`src/rtl/rmc_pkg.sv`:
```
// Package: shared widths and the control-state type for the ROM mapping unit.
// Assumes an 8-bit I/O space and a 16-bit memory space split into 4 KB pages.
package rmc_pkg;
    localparam int IO_AW      = 8;
    localparam int WIN_BITS   = 2;
    localparam int BASE_W     = IO_AW - WIN_BITS;
    localparam int MEM_AW     = 16;
    localparam int PAGE_OFS_W = 12;
    localparam int SEG_W      = MEM_AW - PAGE_OFS_W;
    localparam int PAGE_W     = 3;
    localparam int ROM_AW     = PAGE_W + PAGE_OFS_W;
    localparam int DATA_W     = 8;

    // Window offsets; the serial controller owns the two lowest.
    localparam logic [WIN_BITS-1:0] OFS_SER0 = 2'd0;
    localparam logic [WIN_BITS-1:0] OFS_SER1 = 2'd1;
    localparam logic [WIN_BITS-1:0] OFS_CTL  = 2'd2;
    localparam logic [WIN_BITS-1:0] OFS_RSV  = 2'd3;

    // Field positions shared by the control write and the status word.
    localparam int BIT_BOOT  = 3;
    localparam int BIT_EN    = 4;
    localparam int PAGE_LSB  = 5;

    typedef struct packed {
        logic [PAGE_W-1:0] page;
        logic              en;
        logic              boot;
    } ctl_state_t;
endpackage

```
`src/rtl/rmc_io_decode.sv`:
```
// I/O window decoder: compares the upper port address bits against the
// configured base and splits the four-byte window into per-offset strobes.
// Assumes io_rd and io_wr are single-cycle qualifiers from the bus side.
module rmc_io_decode
    import rmc_pkg::*;
(
    input  logic [IO_AW-1:0]  io_addr,
    input  logic [BASE_W-1:0] io_base,
    input  logic              io_rd,
    input  logic              io_wr,
    output logic              serial_cs,
    output logic              ctl_we,
    output logic              stat_re
);
    logic              hit;
    logic [WIN_BITS-1:0] ofs;

    // Window match and offset extraction.
    always_comb begin
        hit = (io_rd | io_wr) && (io_addr[IO_AW-1:WIN_BITS] == io_base);
        ofs = io_addr[WIN_BITS-1:0];
    end

    // Per-offset strobes; the reserved offset produces none.
    always_comb begin
        serial_cs = hit && (ofs == OFS_SER0 || ofs == OFS_SER1);
        ctl_we    = hit && io_wr && (ofs == OFS_CTL);
        stat_re   = hit && io_rd && (ofs == OFS_CTL);
    end
endmodule

```
`src/rtl/rmc_ctl_regs.sv`:
```
// Board control state: page latch, ROM enable flop and boot overlay flop.
// The page clears on reset; both flops take strap-selected reset values.
module rmc_ctl_regs
    import rmc_pkg::*;
(
    input  logic              clk,
    input  logic              rst_n,
    input  logic              strap_rom_en,
    input  logic              strap_boot,
    input  logic              ctl_we,
    input  logic [DATA_W-1:0] wdata,
    output ctl_state_t        state
);
    ctl_state_t state_q;

    // Reset to strap defaults, otherwise load the control fields on a write.
    always_ff @(posedge clk) begin
        if (!rst_n) begin
            state_q.page <= '0;
            state_q.en   <= strap_rom_en;
            state_q.boot <= strap_boot;
        end else if (ctl_we) begin
            state_q.page <= wdata[PAGE_LSB +: PAGE_W];
            state_q.en   <= wdata[BIT_EN];
            state_q.boot <= wdata[BIT_BOOT];
        end
    end

    assign state = state_q;

    AST_RESET_STRAPS: assert property (@(posedge clk)
        !rst_n |=> (state_q.page == '0 && state_q.en == $past(strap_rom_en)
                    && state_q.boot == $past(strap_boot)));
    AST_WRITE_LOADS: assert property (@(posedge clk) disable iff (!rst_n)
        ctl_we |=> (state_q.page == $past(wdata[PAGE_LSB +: PAGE_W])
                    && state_q.en == $past(wdata[BIT_EN])));
    AST_BOOT_CLEARS: assert property (@(posedge clk) disable iff (!rst_n)
        (ctl_we && !wdata[BIT_BOOT]) |=> !state_q.boot);
    AST_HOLD_NO_WRITE: assert property (@(posedge clk) disable iff (!rst_n)
        !ctl_we |=> $stable(state_q));
endmodule

```
`src/rtl/rmc_rom_select.sv`:
```
// ROM select: drives the ROM chip select from the upper memory address bits,
// the ROM base setting and the control flops, and forms the paged ROM address.
// Assumes mem_req qualifies cpu_addr for the whole access.
module rmc_rom_select
    import rmc_pkg::*;
(
    input  logic [MEM_AW-1:0] cpu_addr,
    input  logic              mem_req,
    input  logic [SEG_W-1:0]  rom_base,
    input  ctl_state_t        state,
    output logic              rom_cs,
    output logic [ROM_AW-1:0] rom_addr
);
    logic [SEG_W-1:0] seg;
    logic             base_hit;
    logic             boot_hit;

    // Segment compare for the normal window and the address-zero overlay.
    always_comb begin
        seg      = cpu_addr[MEM_AW-1:PAGE_OFS_W];
        base_hit = (seg == rom_base);
        boot_hit = state.boot && (seg == '0);
    end

    // Select gated by enable; the address always carries the page latch.
    always_comb begin
        rom_cs   = mem_req && state.en && (base_hit || boot_hit);
        rom_addr = {state.page, cpu_addr[PAGE_OFS_W-1:0]};
    end
endmodule

```
`src/rtl/rom_map_ctl.sv`:
```
// Top of the ROM mapping and board control unit. Ties the I/O window decoder,
// the control state and the ROM select together and muxes the status word.
// Assumes read data is only sampled while io_rd is high.
module rom_map_ctl
    import rmc_pkg::*;
(
    input  logic              clk,
    input  logic              rst_n,
    input  logic [BASE_W-1:0] io_base_cfg,
    input  logic [SEG_W-1:0]  rom_base_cfg,
    input  logic              strap_rom_en,
    input  logic              strap_boot,
    input  logic [IO_AW-1:0]  io_addr,
    input  logic              io_rd,
    input  logic              io_wr,
    input  logic [DATA_W-1:0] io_wdata,
    output logic [DATA_W-1:0] io_rdata,
    output logic              serial_cs,
    input  logic [MEM_AW-1:0] cpu_addr,
    input  logic              mem_req,
    output logic              rom_cs,
    output logic [ROM_AW-1:0] rom_addr
);
    logic       ctl_we;
    logic       stat_re;
    ctl_state_t state;

    rmc_io_decode u_dec (
        .io_addr   (io_addr),
        .io_base   (io_base_cfg),
        .io_rd     (io_rd),
        .io_wr     (io_wr),
        .serial_cs (serial_cs),
        .ctl_we    (ctl_we),
        .stat_re   (stat_re)
    );

    rmc_ctl_regs u_regs (
        .clk          (clk),
        .rst_n        (rst_n),
        .strap_rom_en (strap_rom_en),
        .strap_boot   (strap_boot),
        .ctl_we       (ctl_we),
        .wdata        (io_wdata),
        .state        (state)
    );

    rmc_rom_select u_sel (
        .cpu_addr (cpu_addr),
        .mem_req  (mem_req),
        .rom_base (rom_base_cfg),
        .state    (state),
        .rom_cs   (rom_cs),
        .rom_addr (rom_addr)
    );

    // Status word on a control-offset read, zero everywhere else.
    always_comb begin
        io_rdata = '0;
        if (stat_re) begin
            io_rdata[PAGE_LSB +: PAGE_W] = state.page;
            io_rdata[BIT_EN]             = state.en;
            io_rdata[BIT_BOOT]           = state.boot;
        end
    end

    AST_ROM_OFF_SILENT: assert property (@(posedge clk) disable iff (!rst_n)
        !state.en |-> !rom_cs);
    AST_SERIAL_IN_WINDOW: assert property (@(posedge clk) disable iff (!rst_n)
        serial_cs |-> (io_addr[IO_AW-1:WIN_BITS] == io_base_cfg && !ctl_we));
    AST_OUTSIDE_QUIET: assert property (@(posedge clk) disable iff (!rst_n)
        (io_addr[IO_AW-1:WIN_BITS] != io_base_cfg) |-> (io_rdata == '0 && !serial_cs));
    AST_CS_NEEDS_REQ: assert property (@(posedge clk) disable iff (!rst_n)
        rom_cs |-> mem_req);
endmodule

```
`config.mk`:
```
export PLATFORM = sky130hd
export DESIGN_NAME = rom_map_ctl
export DESIGN_NICKNAME = d
export VERILOG_FILES = /design/src/rtl/rmc_pkg.sv /design/src/rtl/rmc_io_decode.sv /design/src/rtl/rmc_ctl_regs.sv /design/src/rtl/rmc_rom_select.sv /design/src/rtl/rom_map_ctl.sv
export SDC_FILE = /design/constraint.sdc
export NUM_CORES = 1
export LEC_CHECK = 0
export BUFFER_PORTS_ARGS = -buffer_cell sky130_fd_sc_hd__buf_2
export CORE_MARGIN = 10
export CORE_UTILIZATION = 31
export CTS_CLUSTER_SIZE = 28
export DETAILED_ROUTE_END_ITERATION = 16
export GPL_TIMING_DRIVEN = 0
export PLACE_DENSITY = 0.91
export SLEW_MARGIN = 20
export SYNTH_ARGS = -nofsm -noshare
export SYNTH_HDL_FRONTEND = slang
export SYNTH_SLANG_ARGS = --single-unit
```
`constraint.sdc`:
```
create_clock -name clk -period 1.5 [get_ports clk]
set_input_delay 0 -clock clk [delete_from_list [all_inputs] [get_ports clk]]
set_output_delay 0 -clock clk [all_outputs]
set_load 0.01 [all_outputs]
```
==> summary.md <==
| Metric | Value |
|---|---|
| Peak supply drop | `295 µV` |
| Asr flop ratio synth | `0` |
| H-Tree Level Count | `1` |
| Largest net degree at the start of global routing | `10` |
| Max-slew violation count | `0` |
| Syn Inst Count | `66` |
| CTS tree | `built` |
| Crit end category | `output pin` |
| CP required | `1.50 ns` |
| WHS Path Cells | `2` |
| HP Start | `strap_boot` |
| Worst setup path startpoint | `io_base_cfg[4]` |
| Post-route cell area | `928 µm²` |
| Total gr overflow | `0` |
| # fillers | `164` |
| Share of cells above drive strength 1 | `0.620` |
| Setup TNS | `0 ns` |
| ANT nets after route | `0` |
| Area of the core | `0.00173 mm²` |
| Synth area leader | `buf_4` |
| # diodes | `0` |
| Synth top area share | `0.240` |
| Clock sinks | `5` |
| Port Buffer Count | `54` |
| Clock root buffer | `clkbuf_4` |
| Max Cap Viol | `0` |
| Layout area overhead | `64.9%` |
| Number of enable flip-flop cells after synthesis | `2` |
| RSZ-0062 raised after global routing | `no` |
| Post-CTS Setup Bufs | `0` |
| Area contributors post-synth | `buf_4 (24%), dfxtp_1 (11%), edfxtp_1 (11%), xnor2_1 (7.8%), xor2_1 (7.8%)` |
| Wire per inst | `12.9 µm` |
| Number of cells on the worst reg-to-reg path | `2` |
| Final #Nets | `179` |
| Worst setup SP type | `primary input` |
| Final WL | `1990 µm` |
| Status | `finished, final reports clean` |
| Reg2reg start | `u_regs.state[2]` |
| Crit path max fanout | `5` |
| Initial Utilization | `0.326` |
| Die Span Y | `62.6 µm` |
| Worst skew pair latency | `0.24 ns` |
| Die area | `0.00392 mm²` |
| Crit path DAT | `1.14 ns` |
| First-pass GRT wire length | `2970 µm` |
| Via density per instance | `4.10` |
| Dpl cell area | `872 µm²` |
| Synth Flop Type | `dfxtp_1` |
| R2r setup slk | `0.88 ns` |
| Seq/Total Area, Yosys | `0.213` |
| Synth Warn # | `0` |
| Total power | `0.477 mW` |
| Detailed placement HPWL | `1870 µm` |
| Max Clk Rate | `877 MHz` |
| Reg clk slew, reported paths | `0.04 ns` |
| Buffers and inverters on the worst path | `2` |
| Commonest cells post-synth | `buf_4 (18), nand2_1 (9), and2_1 (5), xnor2_1 (5), xor2_1 (5)` |
| First-pass DRT Iterations | `4` |
| Count of cell types in the netlist | `21` |
| Crit-path most repeated cell | `buf_2` |
| Number of flip-flops in the largest register | `5` |
| Number of buffers created by CTS | `3` |
| Antenna violations before repair | `0` |
| 1st-iter DRT viols | `8` |
| Critical path's top delay family | `simple AND/OR/NAND/NOR gates` |
| GRT Overall Usage | `0.0969` |
| Ports | `74` |
| Critical path type | `primary input to output pin` |
| Count of final setup violators | `0` |
| Leak Pwr | `0.529 nW` |
| Worst-path cell chain | `buf_2, xor2_1, nor4_4, and4_4, and2_1, buf_2` |
| Post-CTS sizing | `0` |
| Number of synthesized register bits | `5` |
| Power Dens Cells | `514 mW/mm²` |
| Slowest stage delay, CP | `0.33 ns` |
| Routability cong. | `0.692` |
| Residual DRC count | `0` |
| Chip width | `62.6 µm` |
| Clock Skew | `0 ns` |
| Count leader, synth | `buf_4` |
| Final worst-path cycle share | `0.760` |
| Vias | `631` |
| Vias in the first global route | `663` |
| Mapped Area | `563 µm²` |
| Syn avg cell area | `8.53 µm²` |
| Hold crit path type | `primary input to register` |
| Final Hold Fails | `0` |
| Levels on crit path | `6` |
| Max stage delay cell, worst path | `nor4_4` |
| Core Rows | `15` |
| Tmin final | `1.14 ns` |
| Worst-case clock buffer depth | `2` |
-- final timing paths --
check                                  endpoint
worst max-delay path                io_rdata[5]
worst min-delay path            u_regs.state[0]
worst max register to register  u_regs.state[2]
worst min register to register  u_regs.state[3]
-- where the power goes --
group | internal (mW) | leakage, nW | switching, mW
clock network | 0.101 | 0.0150 | 0.0578
registers | 0.148 | 0.0437 | 0.00239
logic | 0.0980 | 0.470 | 0.0698
-- cell usage in the layout (no fill, tap or decap), types with 2 or more instances in the layout --
cell type      instances
nand2_1                9
edfxtp_1               2
nor2_1                 3
clkbuf_4               3
xnor2_1                5
dlygate4sd3_1          3
clkbuf_1               2
and2_1                 5
mux2i_1                3
buf_4                 18
buf_2                 54
dfxtp_1                3
xor2_1                 5
conb_1                 3
mux2_2                 2
-- cell type report --
| type | instances | area [µm²] | share of cell area |
|---|---|---|---|
| multi-input cells | 44 | 312 | 0.336 |
| repair buffers | 57 | 300 | 0.323 |
| plain buffers | 19 | 139 | 0.150 |
| flip-flops and latches | 5 | 120 | 0.129 |
| well taps | 25 | 31.3 | 0.0337 |
| clock buffers | 4 | 26.3 | 0.0283 |
-- cells by family (layout without fill, tap and decap cells) --
| family | Yosys count | in the layout | share of synthesized area |
|---|---|---|---|
| mux | 5 | 5 | 0.0933 |
| buf+inv | 19 | 80 | 0.247 |
| compound gates | 1 | 1 | 0.00888 |
| simple gates | 25 | 25 | 0.276 |
| other cells | 1 | 3 | 0.00666 |
| xor+xnor | 10 | 10 | 0.156 |
| flops | 5 | 5 | 0.213 |
-- layer usage --
metal / track usage / vias up / share of wire
li1: - / 322 / -
met1: 0.0872 / 256 / 0.34
met2: 0.162 / 45 / 0.51
met3: 0.0556 / 8 / 0.11
met4: 0.0670 / 0 / 0.038
met5: 0 / - / 0
-- metrics by stage --
step | hold slack, ns | utilization | setup slack, ns | std cells
after floorplan | 0.0475 | - | 0.430 | 68
after global placement | 0.190 | 0.505 | 0.269 | 147
after detailed placement | 0.189 | 0.505 | 0.239 | 147
after CTS | 0.0520 | 0.538 | 0.345 | 154
after global routing | 0.0533 | 0.538 | 0.288 | 154
final | 0.0576 | 0.538 | 0.360 | 154
-- repair_timing --
item	in CTS	in global routing
endpoints found under the setup margin	0	0
hold endpoints to repair	3	0
hold buffers	3	0
-- worst reg2reg max path: stages, from the launching register on --
cell	delay (ns)
dfxtp_1	0.36
nand2_1	0.06
mux2i_1	0.13
No activity file was read; power rests on OpenSTA's default activity.
